`src/rtl/cfg_idx_pkg.sv`:
```
package cfg_idx_pkg;
  typedef enum logic [1:0] {LK_SHUT, LK_HALF, LK_OPEN} lock_e;
  localparam logic [7:0] REG_LDN      = 8'h07;
  localparam logic [7:0] REG_CHIP_HI  = 8'h20;
  localparam logic [7:0] REG_CHIP_LO  = 8'h21;
  localparam logic [7:0] REG_VEND_HI  = 8'h23;
  localparam logic [7:0] REG_VEND_LO  = 8'h24;
  localparam logic [7:0] REG_DEV_EN   = 8'h30;
  localparam logic [7:0] REG_BASE_HI  = 8'h60;
  localparam logic [7:0] REG_BASE_LO  = 8'h61;
  localparam logic [7:0] REG_IRQ_SEL  = 8'h70;
endpackage

```
`src/rtl/cfg_unlock.sv`:
```
module cfg_unlock
  import cfg_idx_pkg::*;
#(
  parameter logic [7:0] KEY  = 8'h87,
  parameter logic [7:0] EXIT = 8'hAA
) (
  input  logic       clk_i,
  input  logic       rst_ni,
  input  logic       idx_wr_i,
  input  logic [7:0] wdata_i,
  output logic       open_o
);
  lock_e st_q, st_d;

  always_comb begin
    st_d = st_q;
    if (idx_wr_i) begin
      unique case (st_q)
        LK_SHUT: st_d = (wdata_i == KEY) ? LK_HALF : LK_SHUT;
        LK_HALF: st_d = (wdata_i == KEY) ? LK_OPEN : LK_SHUT;
        LK_OPEN: st_d = (wdata_i == EXIT) ? LK_SHUT : LK_OPEN;
        default: st_d = LK_SHUT;
      endcase
    end
  end

  always_ff @(posedge clk_i or negedge rst_ni)
    if (!rst_ni) st_q <= LK_SHUT;
    else         st_q <= st_d;

  assign open_o = (st_q == LK_OPEN);
endmodule

```
`src/rtl/cfg_dev_bank.sv`:
```
module cfg_dev_bank
  import cfg_idx_pkg::*;
(
  input  logic        clk_i,
  input  logic        rst_ni,
  input  logic        we_i,
  input  logic [7:0]  addr_i,
  input  logic [7:0]  wdata_i,
  output logic        en_o,
  output logic [15:0] base_o,
  output logic [7:0]  irq_o,
  output logic [7:0]  rdata_o
);
  always_ff @(posedge clk_i or negedge rst_ni) begin
    if (!rst_ni) begin
      en_o   <= 1'b0;
      base_o <= '0;
      irq_o  <= '0;
    end else if (we_i) begin
      case (addr_i)
        REG_DEV_EN:  en_o         <= wdata_i[0];
        REG_BASE_HI: base_o[15:8] <= wdata_i;
        REG_BASE_LO: base_o[7:0]  <= wdata_i;
        REG_IRQ_SEL: irq_o        <= wdata_i;
        default: ;
      endcase
    end
  end

  always_comb begin
    case (addr_i)
      REG_DEV_EN:  rdata_o = {7'b0, en_o};
      REG_BASE_HI: rdata_o = base_o[15:8];
      REG_BASE_LO: rdata_o = base_o[7:0];
      REG_IRQ_SEL: rdata_o = irq_o;
      default:     rdata_o = 8'h00;
    endcase
  end
endmodule

```
`src/rtl/cfg_idx_port.sv`:
```
module cfg_idx_port
  import cfg_idx_pkg::*;
#(
  parameter int          NUM_DEV   = 4,
  parameter logic [7:0]  KEY       = 8'h87,
  parameter logic [7:0]  EXIT      = 8'hAA,
  parameter logic [15:0] CHIP_ID   = 16'h0408,
  parameter logic [15:0] VENDOR_ID = 16'h1934
) (
  input  logic                   clk_i,
  input  logic                   rst_ni,
  input  logic                   wr_i,
  input  logic                   sel_data_i,
  input  logic [7:0]             wdata_i,
  output logic [7:0]             rdata_o,
  output logic                   cfg_open_o,
  output logic [NUM_DEV-1:0]     dev_en_o,
  output logic [16*NUM_DEV-1:0]  dev_base_o,
  output logic [8*NUM_DEV-1:0]   dev_irq_o
);
  localparam int SEL_W = (NUM_DEV > 1) ? $clog2(NUM_DEV) : 1;

  logic [7:0] idx_q, ldn_q;
  logic       idx_wr, data_wr, ldn_ok;
  logic [7:0] bank_rd [NUM_DEV];

  assign idx_wr  = wr_i & ~sel_data_i;
  assign data_wr = wr_i & sel_data_i & cfg_open_o;
  assign ldn_ok  = (ldn_q < 8'(NUM_DEV));

  cfg_unlock #(.KEY(KEY), .EXIT(EXIT)) u_unlock (
    .clk_i(clk_i), .rst_ni(rst_ni), .idx_wr_i(idx_wr),
    .wdata_i(wdata_i), .open_o(cfg_open_o)
  );

  always_ff @(posedge clk_i or negedge rst_ni) begin
    if (!rst_ni) begin
      idx_q <= '0;
      ldn_q <= '0;
    end else begin
      if (idx_wr && cfg_open_o && wdata_i != EXIT) idx_q <= wdata_i;
      if (data_wr && idx_q == REG_LDN)             ldn_q <= wdata_i;
    end
  end

  for (genvar g = 0; g < NUM_DEV; g++) begin : g_bank
    logic we;
    assign we = data_wr & ldn_ok & (ldn_q[SEL_W-1:0] == SEL_W'(g));
    cfg_dev_bank u_bank (
      .clk_i(clk_i), .rst_ni(rst_ni), .we_i(we), .addr_i(idx_q),
      .wdata_i(wdata_i), .en_o(dev_en_o[g]),
      .base_o(dev_base_o[16*g +: 16]), .irq_o(dev_irq_o[8*g +: 8]),
      .rdata_o(bank_rd[g])
    );
  end

  always_comb begin
    if (!cfg_open_o)      rdata_o = 8'hFF;
    else if (!sel_data_i) rdata_o = idx_q;
    else begin
      case (idx_q)
        REG_LDN:     rdata_o = ldn_q;
        REG_CHIP_HI: rdata_o = CHIP_ID[15:8];
        REG_CHIP_LO: rdata_o = CHIP_ID[7:0];
        REG_VEND_HI: rdata_o = VENDOR_ID[15:8];
        REG_VEND_LO: rdata_o = VENDOR_ID[7:0];
        default:     rdata_o = ldn_ok ? bank_rd[ldn_q[SEL_W-1:0]] : 8'h00;
      endcase
    end
  end
endmodule

```
`config.mk`:
```
export PLATFORM = sky130hd
export DESIGN_NAME = cfg_idx_port
export DESIGN_NICKNAME = d
export VERILOG_FILES = /design/src/rtl/cfg_idx_pkg.sv /design/src/rtl/cfg_unlock.sv /design/src/rtl/cfg_dev_bank.sv /design/src/rtl/cfg_idx_port.sv
export SDC_FILE = /design/constraint.sdc
export NUM_CORES = 1
export LEC_CHECK = 0
export ABC_AREA = 1
export BUFFER_PORTS_ARGS = -buffer_cell sky130_fd_sc_hd__buf_4
export CELL_PAD_IN_SITES_DETAIL_PLACEMENT = 0
export CELL_PAD_IN_SITES_GLOBAL_PLACEMENT = 1
export CORE_UTILIZATION = 40
export CTS_CLUSTER_DIAMETER = 120
export DETAILED_ROUTE_END_ITERATION = 12
export PLACE_DENSITY = 0.77
export SYNTH_ARGS = -nofsm -noshare
export SYNTH_HDL_FRONTEND = slang
export SYNTH_SLANG_ARGS = --single-unit
```
`constraint.sdc`:
```
create_clock -name clk_i -period 5 [get_ports clk_i]
set_input_delay 0.25 -clock clk_i [delete_from_list [all_inputs] [get_ports clk_i]]
set_output_delay 0.25 -clock clk_i [all_outputs]
set_load 0.05 [all_outputs]
```
==> results.tsv <==
metric	value	unit
status	finished, final reports clean	
dp_cells	998	
fin_skew	0.0148	ns
gp_congestion	0.880	
die-area	14800	µm²
synth_cells	742	
min_path_type	input pin to flop	
drtAntennaViolNets	0	
fin_ws	1.42	ns
slew_headroom	31.9	%
layout_min_cycle_time	3.58	ns
clkTransAtPathRegs	0.05	ns
ios	121	
p_per_area	379	nW/µm²
cts_max_level	4	
synth.avg_cell_area	7.73	µm²
fin_area	7280	µm²
period_share	71.6	%
crit_type	flop to primary output	
cp_data_arrival_time	3.33	ns
rsz0062_at_grt	no	
die_w	122	µm
setup_violations	0	
io_buffers	120	
finalHoldViolCount	0	
synth.cell_area	5740	µm²
totalWireLength	19300	µm
postPlaceCellArea	6690	µm²
grt_max_degree	64	
viasPerCell	5.40	
track_usage	27.7	%
worstSetupStartpointType	flop	
nFillCells	1369	
cts_tree	done	
numClockSinks	118	
synth_fp_nets	754	
dp_hpwl	13000	µm
crit_path_frequent_cell	nand2_1	
post_cts_buffers	0	
grt_pass1_vias	5161	
grt_overflow	0	
antenna_found_initial	0	
cp.required	4.75	ns
multi_input_area	2440	µm²
root_buffer	clkbuf_16	
tns	0	ns
synth_seq_cells	118	
cts_buffers	17	
worst-path-buf-inv	3	
place_ws	1.90	ns
clk_path_buf_depth	2	
layout_commonest_cell	nand2_1	
area_growth	26.9	%
crit_path_cell_trace	inv_1 -> nand2_1 -> nor2_4 -> buf_4 -> and2_0 -> nand2_1 -> nand3_1 -> nand2_1 -> nand2_1 -> o21ai_0 -> nand2_1 -> nand2_1 -> nand2_1 -> buf_4	
synth_cell_types	28	
finalPower	2.76	mW
drv_cap	0	
diodes	0	
yosys_warnings	0	
clock_latency	0.42	ns
instances_no_fill	1031	
ys_seq_area_share	51.5	%
crit_family	simple AND/OR/NAND/NOR gates	
final_core_utilization	52.2	%
drcViolationCount	0	
slew_violations	0	
drive_above_1_share	19.3	%
ir_drop	0.217	mV
clock.fmax	279	MHz
layout.nets	850	
holdBufCountCts	1	
p_leak	3.59	nW
grt_pass1_wl	30200	µm
cts_resized	0	
end_kind	primary output	
slowest_stage	and2_0	
die_h	122	µm
drtIter0Drc	590	
wl_per_cell	18.7	µm
regArea	2950	µm²
vias	5569	
cp_max_fo	45	
final_cell_mix	nand2_1 (238), buf_4 (125), dfrtp_1 (118)	
rows	43	
first_pass_iters	5	
coreArea	13900	µm²
critPathMaxStageDelay	0.75	ns
initial_utilization	41.2	%
tightest_slew	1.01	ns
hold_ws	0.291	ns
## final timing paths
check / from / end / slack (ns) / cells past startpoint
max: idx_q[7] / rdata_o[3] / 1.42 / 14
min: sel_data_i / u_unlock.st_q[0] / 0.29 / 3
max reg2reg: idx_q[7] / g_bank[2].u_bank.base_o[4] / 1.89 / 7
min reg2reg: ldn_q[2] / ldn_q[2] / 0.49 / 2
max in group asynchronous: rst_ni / g_bank[0].u_bank.en_o / 3.23 / 3
min in group asynchronous: rst_ni / g_bank[1].u_bank.base_o[1] / 0.47 / 2
## kinds of logic after synthesis
group	Yosys count	synth area share [%]
simple gates	402	30.4
buf+inv	84	5.96
flops	118	51.5
compound gates	138	12.2
## state kept, by name (all words and copies together), names as in the netlist
register / cells
g_bank.u_bank.base_o: 64
g_bank.u_bank.irq_o: 32
g_bank.u_bank.en_o: 4
u_unlock.st_q: 2
ldn_q: 8
idx_q: 8
## report_power, final
group,internal (mW),leakage [nW],switching (mW)
Sequential,1.00,1.64,0.0561
Clock,0.767,0.283,0.433
Combinational,0.111,1.67,0.394
Total,1.88,3.59,0.883
## layer usage
metal | wire length, µm | vias to the layer above | track usage, %
li1 | - | 2648 | -
met1 | 8860 | 2643 | 40.6
met2 | 8750 | 248 | 40.5
met3 | 1350 | 30 | 6.09
met4 | 314 | 0 | 8.56
met5 | 0 | - | 0
## area by class of cell
class	count	share of cell area (%)
Sequential cell	118	40.6
Multi-Input combinational cell	540	33.5
Timing Repair Buffer	126	13.0
Clock buffer	23	6.57
Tap cell	180	3.09
Inverter	35	1.81
Clock inverter	9	1.38
## worst register-to-register path: stages, from the launching register on
cell and delay [ns]:
dfrtp_1 0.42, inv_1 0.11, nand2_1 0.14, nor2_4 0.10, buf_4 0.41, and2_0 0.79
nand3_1 0.64, o21ai_0 0.39
## cell usage after synthesis (all sizes together)
| cell | count | area (µm²) |
|---|---|---|
| dfrtp | 118 | 2950 |
| nand4 | 7 | 43.8 |
| o211ai | 1 | 7.51 |
| and2 | 2 | 12.5 |
| buf | 12 | 71.3 |
| a21oi | 9 | 45.0 |
| nor4 | 3 | 33.8 |
| clkbuf | 37 | 139 |
| o22ai | 1 | 6.26 |
| inv | 35 | 131 |
| o21bai | 1 | 7.51 |
| nor2 | 27 | 111 |
| o21ai | 125 | 626 |
| nand3 | 119 | 611 |
| nor3 | 5 | 30.0 |
| o21a | 1 | 7.51 |
| nand2 | 239 | 900 |
No activity file was read; power rests on OpenSTA's default activity.
